### src/rtl/ckc_pkg.sv
package ckc_pkg;
    typedef enum logic [0:0] {
        ST_IDLE = 1'b0,
        ST_DATA = 1'b1
    } ckc_state_e;
endpackage

### src/rtl/ckc_len_counter.sv
module ckc_len_counter #(
    parameter int CNT_W = 8
) (
    input  logic             clk,
    input  logic             rst,
    input  logic             load_i,
    input  logic [CNT_W-1:0] len_i,
    input  logic             dec_i,
    output logic             zero_o
);
    typedef struct packed {
        logic [CNT_W-1:0] cnt;
    } cnt_regs_t;

    cnt_regs_t r_d, r_q;

    always_comb begin
        r_d = r_q;
        if (load_i) begin
            r_d.cnt = len_i;
        end else if (dec_i && (r_q.cnt != '0)) begin
            r_d.cnt = r_q.cnt - 1'b1;
        end
    end

    always_ff @(posedge clk) begin
        if (rst) begin
            r_q <= '0;
        end else begin
            r_q <= r_d;
        end
    end

    assign zero_o = (r_q.cnt == '0);

    // the length is captured on start
    p_len_load_r1: assert property (@(posedge clk) disable iff (rst)
        load_i |=> (r_q.cnt == $past(len_i)));

    // a consumed data word lowers the remaining count by one
    p_count_step_r2: assert property (@(posedge clk) disable iff (rst)
        (dec_i && !load_i && !zero_o) |=> (r_q.cnt == $past(r_q.cnt) - 1'b1));
endmodule

### src/rtl/ckc_accum.sv
module ckc_accum #(
    parameter int              WORD_W = 16,
    parameter logic [WORD_W-1:0] SEED = 16'o521
) (
    input  logic              clk,
    input  logic              rst,
    input  logic              load_i,
    input  logic              fold_i,
    input  logic [WORD_W-1:0] word_i,
    output logic [WORD_W-1:0] acc_o
);
    typedef struct packed {
        logic [WORD_W-1:0] acc;
    } acc_regs_t;

    acc_regs_t r_d, r_q;

    always_comb begin
        r_d = r_q;
        if (load_i) begin
            r_d.acc = SEED;
        end else if (fold_i) begin
            r_d.acc = r_q.acc ^ word_i;
        end
    end

    always_ff @(posedge clk) begin
        if (rst) begin
            r_q <= '0;
        end else begin
            r_q <= r_d;
        end
    end

    assign acc_o = r_q.acc;

    // start puts the seed in the residue
    p_seed_load_r1: assert property (@(posedge clk) disable iff (rst)
        load_i |=> (acc_o == SEED));

    // without a load or fold the residue holds
    p_hold_r6: assert property (@(posedge clk) disable iff (rst)
        (!load_i && !fold_i) |=> $stable(acc_o));
endmodule

### src/rtl/ckc_status.sv
module ckc_status (
    input  logic clk,
    input  logic rst,
    input  logic set_i,
    output logic xfer_off_o,
    output logic sync_hold_o
);
    typedef struct packed {
        logic xfer_off;
        logic sync_hold;
    } st_regs_t;

    st_regs_t r_d, r_q;

    always_comb begin
        r_d = r_q;
        if (set_i) begin
            r_d.xfer_off  = 1'b1;
            r_d.sync_hold = 1'b1;
        end
    end

    always_ff @(posedge clk) begin
        if (rst) begin
            r_q <= '0;
        end else begin
            r_q <= r_d;
        end
    end

    assign xfer_off_o  = r_q.xfer_off;
    assign sync_hold_o = r_q.sync_hold;

    // the status bits are sticky and move together
    p_sticky_r5: assert property (@(posedge clk) disable iff (rst)
        xfer_off_o |=> xfer_off_o);
    p_paired_r5: assert property (@(posedge clk) disable iff (rst)
        xfer_off_o == sync_hold_o);
endmodule

### src/rtl/disk_rec_cksum.sv
module disk_rec_cksum #(
    parameter int                WORD_W = 16,
    parameter int                CNT_W  = 8,
    parameter logic [WORD_W-1:0] SEED   = 16'o521
) (
    input  logic              clk,
    input  logic              rst,
    input  logic              start_i,
    input  logic [CNT_W-1:0]  len_i,
    input  logic              last_i,
    input  logic              word_valid_i,
    input  logic [WORD_W-1:0] word_i,
    output logic              busy_o,
    output logic              done_o,
    output logic              pass_o,
    output logic              xfer_off_o,
    output logic              sync_hold_o
);
    import ckc_pkg::*;

    typedef struct packed {
        ckc_state_e state;
        logic       last;
        logic       done;
        logic       pass;
    } ctl_regs_t;

    ctl_regs_t r_d, r_q;

    logic              cnt_zero;
    logic [WORD_W-1:0] acc;
    logic [WORD_W-1:0] residue;
    logic              active_word;
    logic              data_word;
    logic              chk_word;
    logic              good;
    logic              status_set;

    assign active_word = word_valid_i && !start_i && (r_q.state == ST_DATA);
    assign data_word   = active_word && !cnt_zero;
    assign chk_word    = active_word && cnt_zero;
    assign residue     = acc - word_i;
    assign good        = (residue == '0);
    assign status_set  = chk_word && good && r_q.last;

    ckc_len_counter #(
        .CNT_W (CNT_W)
    ) u_cnt (
        .clk    (clk),
        .rst    (rst),
        .load_i (start_i),
        .len_i  (len_i),
        .dec_i  (data_word),
        .zero_o (cnt_zero)
    );

    ckc_accum #(
        .WORD_W (WORD_W),
        .SEED   (SEED)
    ) u_acc (
        .clk    (clk),
        .rst    (rst),
        .load_i (start_i),
        .fold_i (data_word),
        .word_i (word_i),
        .acc_o  (acc)
    );

    ckc_status u_stat (
        .clk         (clk),
        .rst         (rst),
        .set_i       (status_set),
        .xfer_off_o  (xfer_off_o),
        .sync_hold_o (sync_hold_o)
    );

    always_comb begin
        r_d      = r_q;
        r_d.done = 1'b0;
        if (start_i) begin
            r_d.state = ST_DATA;
            r_d.last  = last_i;
        end else if (chk_word) begin
            r_d.state = ST_IDLE;
            r_d.done  = 1'b1;
            r_d.pass  = good;
        end
    end

    always_ff @(posedge clk) begin
        if (rst) begin
            r_q <= '0;
        end else begin
            r_q <= r_d;
        end
    end

    assign busy_o = (r_q.state == ST_DATA);
    assign done_o = r_q.done;
    assign pass_o = r_q.pass;

    // completion is a single-cycle pulse
    p_done_pulse_r4: assert property (@(posedge clk) disable iff (rst)
        done_o |=> !done_o);

    // the result is held between completions
    p_pass_hold_r4: assert property (@(posedge clk) disable iff (rst)
        !done_o |-> (pass_o == $past(pass_o)));

    // a completion ends the busy period unless a new start came
    p_busy_end_r9: assert property (@(posedge clk) disable iff (rst)
        (done_o && !$past(start_i)) |-> !busy_o);

    // no completion without an active record in the cycle before
    p_idle_quiet_r6: assert property (@(posedge clk) disable iff (rst)
        (!busy_o && !start_i) |=> !done_o);

    // status rises only together with a passing completion
    p_status_cause_r5: assert property (@(posedge clk) disable iff (rst)
        $rose(xfer_off_o) |-> (done_o && pass_o));
endmodule

### config.mk
export PLATFORM = sky130hd
export DESIGN_NAME = disk_rec_cksum
export DESIGN_NICKNAME = d
export VERILOG_FILES = /design/src/rtl/ckc_pkg.sv /design/src/rtl/ckc_len_counter.sv /design/src/rtl/ckc_accum.sv /design/src/rtl/ckc_status.sv /design/src/rtl/disk_rec_cksum.sv
export SDC_FILE = /design/constraint.sdc
export NUM_CORES = 1
export LEC_CHECK = 0
export ABC_CLOCK_PERIOD_IN_PS = 3600
export BUFFER_PORTS_ARGS = -buffer_cell sky130_fd_sc_hd__clkbuf_2
export CAP_MARGIN = 0
export CORE_MARGIN = 2
export CORE_UTILIZATION = 59
export CTS_BUF_LIST = sky130_fd_sc_hd__clkbuf_8
export CTS_CLUSTER_SIZE = 40
export DETAILED_ROUTE_END_ITERATION = 8
export GPL_TIMING_DRIVEN = 1
export PLACE_DENSITY = 0.82
export SETUP_SLACK_MARGIN = 0.1
export SLEW_MARGIN = 20
export SYNTH_ARGS = -nofsm -noshare
export SYNTH_HDL_FRONTEND = slang
export SYNTH_SLANG_ARGS = --single-unit
### constraint.sdc
create_clock -name clk -period 3.6 [get_ports clk]
set_clock_uncertainty 0.05 [all_clocks]
set_input_delay 0.36 -clock clk [delete_from_list [all_inputs] [get_ports clk]]
set_output_delay 0.36 -clock clk [all_outputs]
set_load 0.1 [all_outputs]
Yosys cells after proc, flatten, opt, wreduce, memory -nomap -nowiden
Index checks and enable logic that the tools add are counted.

Bits of input ports: 29. Bits in writable memories: 0. Word-level logic and storage cells: 36. Bits in latches: 0. Bits in read-only memories: 0. Bits in registers: 29. Memories kept: 0. Output and inout bits: 5.

$mul: 0. Div/mod/pow operators: 0. Add/subtract/negate cells: 2. Order comparisons: 0. Shift-type cells: 0. Eq/ne operators: 0. Reductions and logical operators: 17. Muxes and demuxes: 7. Bitwise gates (word level): 2.

Operator list (count): $mux 9 (2); $logic_not 16->1 (1); $mux 8 (2); $sub 16x16->16 (1); $xor 16x16->16 (1); $logic_not 8->1 (1); $reduce_bool 8->1 (1); $sub 8x1->8 const B (1); $logic_and 1x1->1 (7); $reduce_bool 2->1 (3); $logic_not 1->1 (2); $mux 1 (2); $mux 2 (1); $reduce_and 2->1 (1); $reduce_or 2->1 (1); $not 1->1 (1).

Logic depth before layout (Yosys ltp)
Word-level depth: 7. Mapped depth: 11. Gate-level depth less buffers: 11.

Cells and area by module
Synthesis repeated with hierarchy kept, for this count alone.

Cell total of the unflattened synthesis: 265. Area total of the unflattened synthesis: 2285.9 um2.

By module, submodules not included: disk_rec_cksum (seq. area each 80.1 um2, area an instance 979.7 um2, cells each 134, instances 1); ckc_accum (seq. area each 320.3 um2, area an instance 753.2 um2, cells each 69, instances 1); ckc_len_counter (seq. area each 160.2 um2, area an instance 515.5 um2, cells each 59, instances 1); ckc_status (seq. area each 20.0 um2, area an instance 37.5 um2, cells each 3, instances 1).

Least setup slack after synthesis
Ideal clock, no wire load.

Kind: flip-flop to flip-flop. From: register r_q (netlist bit busy_o). To: register u_stat.r_q (netlist bit u_stat.sync_hold_o). Path buffers: 0. Period minus slack after synthesis: 2692 ps. Stages on the path, launching flop included: 9. Required time: 3477 ps. Data arrival time: 2568 ps. Library setup time: 73 ps. Path slack: 908 ps. Cells stage by stage: dfxtp_1 -> or4bb_1 -> nor4_4 -> o211ai_2 -> a2111oi_4 -> o2111ai_1 -> nor4_2 -> nand4_1 -> o22ai_2.

Longest elaborated chain between the ends: 4.

RTL lines: from (decl) (RTL line disk_rec_cksum.sv:28) `ctl_regs_t r_d, r_q;`; from (signal assigned) (RTL line disk_rec_cksum.sv:94) `r_q <= r_d;`; $logic_and 1x1->1 (RTL line disk_rec_cksum.sv:39) `assign active_word = word_valid_i && !start_i && (r_q.state == ST_DATA);`; $logic_and 1x1->1 (RTL line disk_rec_cksum.sv:41) `assign chk_word = active_word && cnt_zero;`; $logic_and 1x1->1 (2 in a row) (RTL line disk_rec_cksum.sv:44) `assign status_set = chk_word && good && r_q.last;`; to (signal assigned) (RTL line ckc_status.sv:27) `r_q <= r_d;`; to (decl) (RTL line ckc_status.sv:13) `st_regs_t r_d, r_q;`.

Every way passes these cells. A chain may end at the register's enable or synchronous reset.

Worst setup path after layout
From: register u_acc.r_q (netlist bit u_acc.acc_o[0]). To: register u_stat.r_q (netlist bit u_stat.sync_hold_o).

Longest elaborated chain between the ends: 4.

RTL lines: from (decl) (RTL line ckc_accum.sv:16) `acc_regs_t r_d, r_q;`; from (signal assigned) (RTL line ckc_accum.sv:31) `r_q <= r_d;`; $sub 16x16->16 (RTL line disk_rec_cksum.sv:42) `assign residue = acc - word_i;`; $logic_not 16->1 (RTL line disk_rec_cksum.sv:43) `assign good = (residue == '0);`; $logic_and 1x1->1 (2 in a row) (RTL line disk_rec_cksum.sv:44).

Every way passes these cells.

==> flow_summary.yaml <==
sta:
  min_period_over_period: 0.815
  drv_slew: 0
  hold_viol: 0
  rsz0062_at_grt: "no"
  worst_pin_slew_ns: 0.546
  finalSetupViolCount: 0
  layout_min_cycle_time_ns: 2.93
  fmax_ghz: 0.341
  max_slew_margin: 0.633
  finalSetupTns_ns: 0
yosys:
  netlist_area_sq_um: 2210
  ys_seq_area_frac: 0.263
  netlist_instances: 290
  synth-edff-count: 0
  syn_nets: 336
  yosys_warnings: 0
  ys_types: 58
  async_flop_share: 0
  synth-seq-cells: 29
  synth_flop_cell: "dfxtp_1"
  synth_area_per_cell_sq_um: 7.62
die:
  die_h_microns: 65.2
  die_x_microns: 65.2
  start_util: 0.608
  core-area_sq_um: 3630
  dieArea_sq_um: 4250
  num_rows: 22
  ioPinCount: 34
cells_and_area:
  area_growth_syn_to_layout_pct: 13.4
  layout_common_cells: "nor2_1, clkbuf_2, dfxtp_1"
  drive_gt1_frac: 0.174
  design_area_sq_um: 2500
  diodes: 0
  final_net_count: 361
  final_common_cell: "nor2_1"
  num-fill-cells: 334
critical_path:
  worst-r2r-setup-slack_ns: 0.67
  rr_worst_depth: 11
  cp_data_arrival_time_ns: 3.10
  cp.required_ns: 3.77
  start_kind: "flop"
  path_class: "reg -> reg"
  crit_path_max_fanout: 4
  endpoint_kind: "flop"
  r2r_start: "u_acc.acc_o[0]"
  r2r_end: "u_stat.sync_hold_o"
drt:
  wl_mm: 5.39
  wl_per_cell_microns: 14.8
  drc: 0
  drtAntennaViolNets: 0
  firstDrtPassIters: 4
  vias_per_cell: 6.08
  num_vias: 2214
  drt_iter0_markers: 237
min_path:
  worst_hold_path_type: "in -> reg"
  whs_path_depth: 3
  hp-start: "last_i"
  whs_endpoint: "r_q[2]"
pwr:
  power_density_nw_per_um2: 373
  worst_ir_drop_vdd_mv: 0.299
  leakage_uw: 0.00107
grt:
  grt_max_degree: 21
  grt_pass1_vias: 2011
  grt_use_total: 0.277
  globalRouteOverflowTotal: 0
  grt_pass1_wl_mm: 9.18
  antenna_found_initial: 0
clock_tree:
  clkLatencyLatePin_ns: 0.29
  ctsHoldBuffers: 0
  clk_path_buf_depth: 2
  cts_setup_buffers: 0
  clockRootBuffer: "clkbuf_8"
  path_clk_slew_ns: 0.07
  cts_tree: "built"
  cts_made_buffers: 5
  cts-htree-levels: 2
  cts_resized: 0
  clkSinkCount: 29
placement:
  dpl-instance-area_sq_um: 2380
  place_hpwl_mm: 4.01
  port_buffers: 33
  gp_congestion: 0.911
job:
  cap_violations: 0
outcome:
  outcome: "complete, no violations"
## worst max-delay path by stage
stage                    from                  to  slack (ns)
5_1_grt        u_acc.acc_o[0]  u_stat.sync_hold_o        0.43
3_5_place_dp        word_i[0]  u_stat.sync_hold_o        0.60
3_3_place_gp        word_i[0]  u_stat.sync_hold_o        0.70
6_report       u_acc.acc_o[0]  u_stat.sync_hold_o        0.67
4_1_cts        u_acc.acc_o[0]  u_stat.sync_hold_o        0.68
2_1_floorplan          busy_o  u_stat.sync_hold_o        0.91
## stage by stage
stage | setup slack [ns] | instances | hold WS (ns) | total power (uW) | util
finish | 0.667 | 364 | 0.262 | 935 | 0.689
global route | 0.432 | 364 | 0.284 | 977 | 0.689
CTS | 0.675 | 364 | 0.266 | 933 | 0.689
detailed placement | 0.599 | 356 | 0.408 | 573 | 0.656
global placement | 0.699 | 356 | 0.390 | 569 | 0.656
floorplan | 0.908 | 290 | 0.390 | 517 | -
## layout make-up
type                    count  area [sq um]  share of cell area
clock buffers               6          82.6              0.0330
clock inverters             2          37.5              0.0150
inverters                  26          97.6              0.0390
multi-input cells         218          1470               0.585
flip-flops and latches     29           581               0.232
well taps                  48          60.1              0.0240
repair buffers             35           180              0.0719
## registers in the layout, indices dropped and copies added, names as in the netlist
name                cells
u_stat.sync_hold_o      1
done_o                  1
u_cnt.r_q               8
pass_o                  1
r_q                     1
busy_o                  1
u_acc.acc_o            16
## metal layers
metal / GRT usage / share of wire / vias up
li1: - / - / 1108
met1: 0.346 / 0.42 / 1032
met2: 0.469 / 0.51 / 65
met3: 0.0599 / 0.053 / 9
met4: 0.0964 / 0.018 / 0
met5: 0 / 0 / -
## where the power goes
group	leakage, uW	internal [uW]	switching [uW]
Sequential	0.000237	335	11.5
Clock	0.0000574	225	140
Combinational	0.000776	88.5	136
## worst max-delay path, cell delays in order (launching register included)
cell,delay (ns)
dfxtp_1,0.33
inv_1,0.04
ha_1,0.19
fa_1,0.39
nand2b_1,0.20
a21oi_1,0.34
mux2i_1,0.19
a2111oi_4,0.34
o2111ai_1,0.18
nor4_2,0.24
nand4_1,0.22
o22ai_2,0.16
## cells by family (layout without fill, tap and decap cells)
family                   after synthesis  after routing  synth area share
AO/OA/AOI/OAI                         85             85             0.277
XOR/XNOR                               6              6            0.0238
adder cells (fa/ha/maj)               17             17            0.0997
buffers and inverters                 43             69            0.0748
flip-flops                            29             29             0.263
multiplexers                           3              3            0.0136
AND/OR/NAND/NOR                      107            107             0.248
## cells in the mapped netlist (4+ instances only)
master	number	area, sq um
a221oi_1	4	35.0
inv_1	26	97.6
nand2b_1	6	37.5
o21ai_0	10	50.1
ha_1	16	200
nand2_1	17	63.8
a211oi_1	15	113
xor2_1	4	35.0
clkbuf_1	15	56.3
nor3_1	10	50.1
nor2_1	43	161
a21oi_1	23	115
dfxtp_1	29	581
Power figures use the tool's default switching activity.
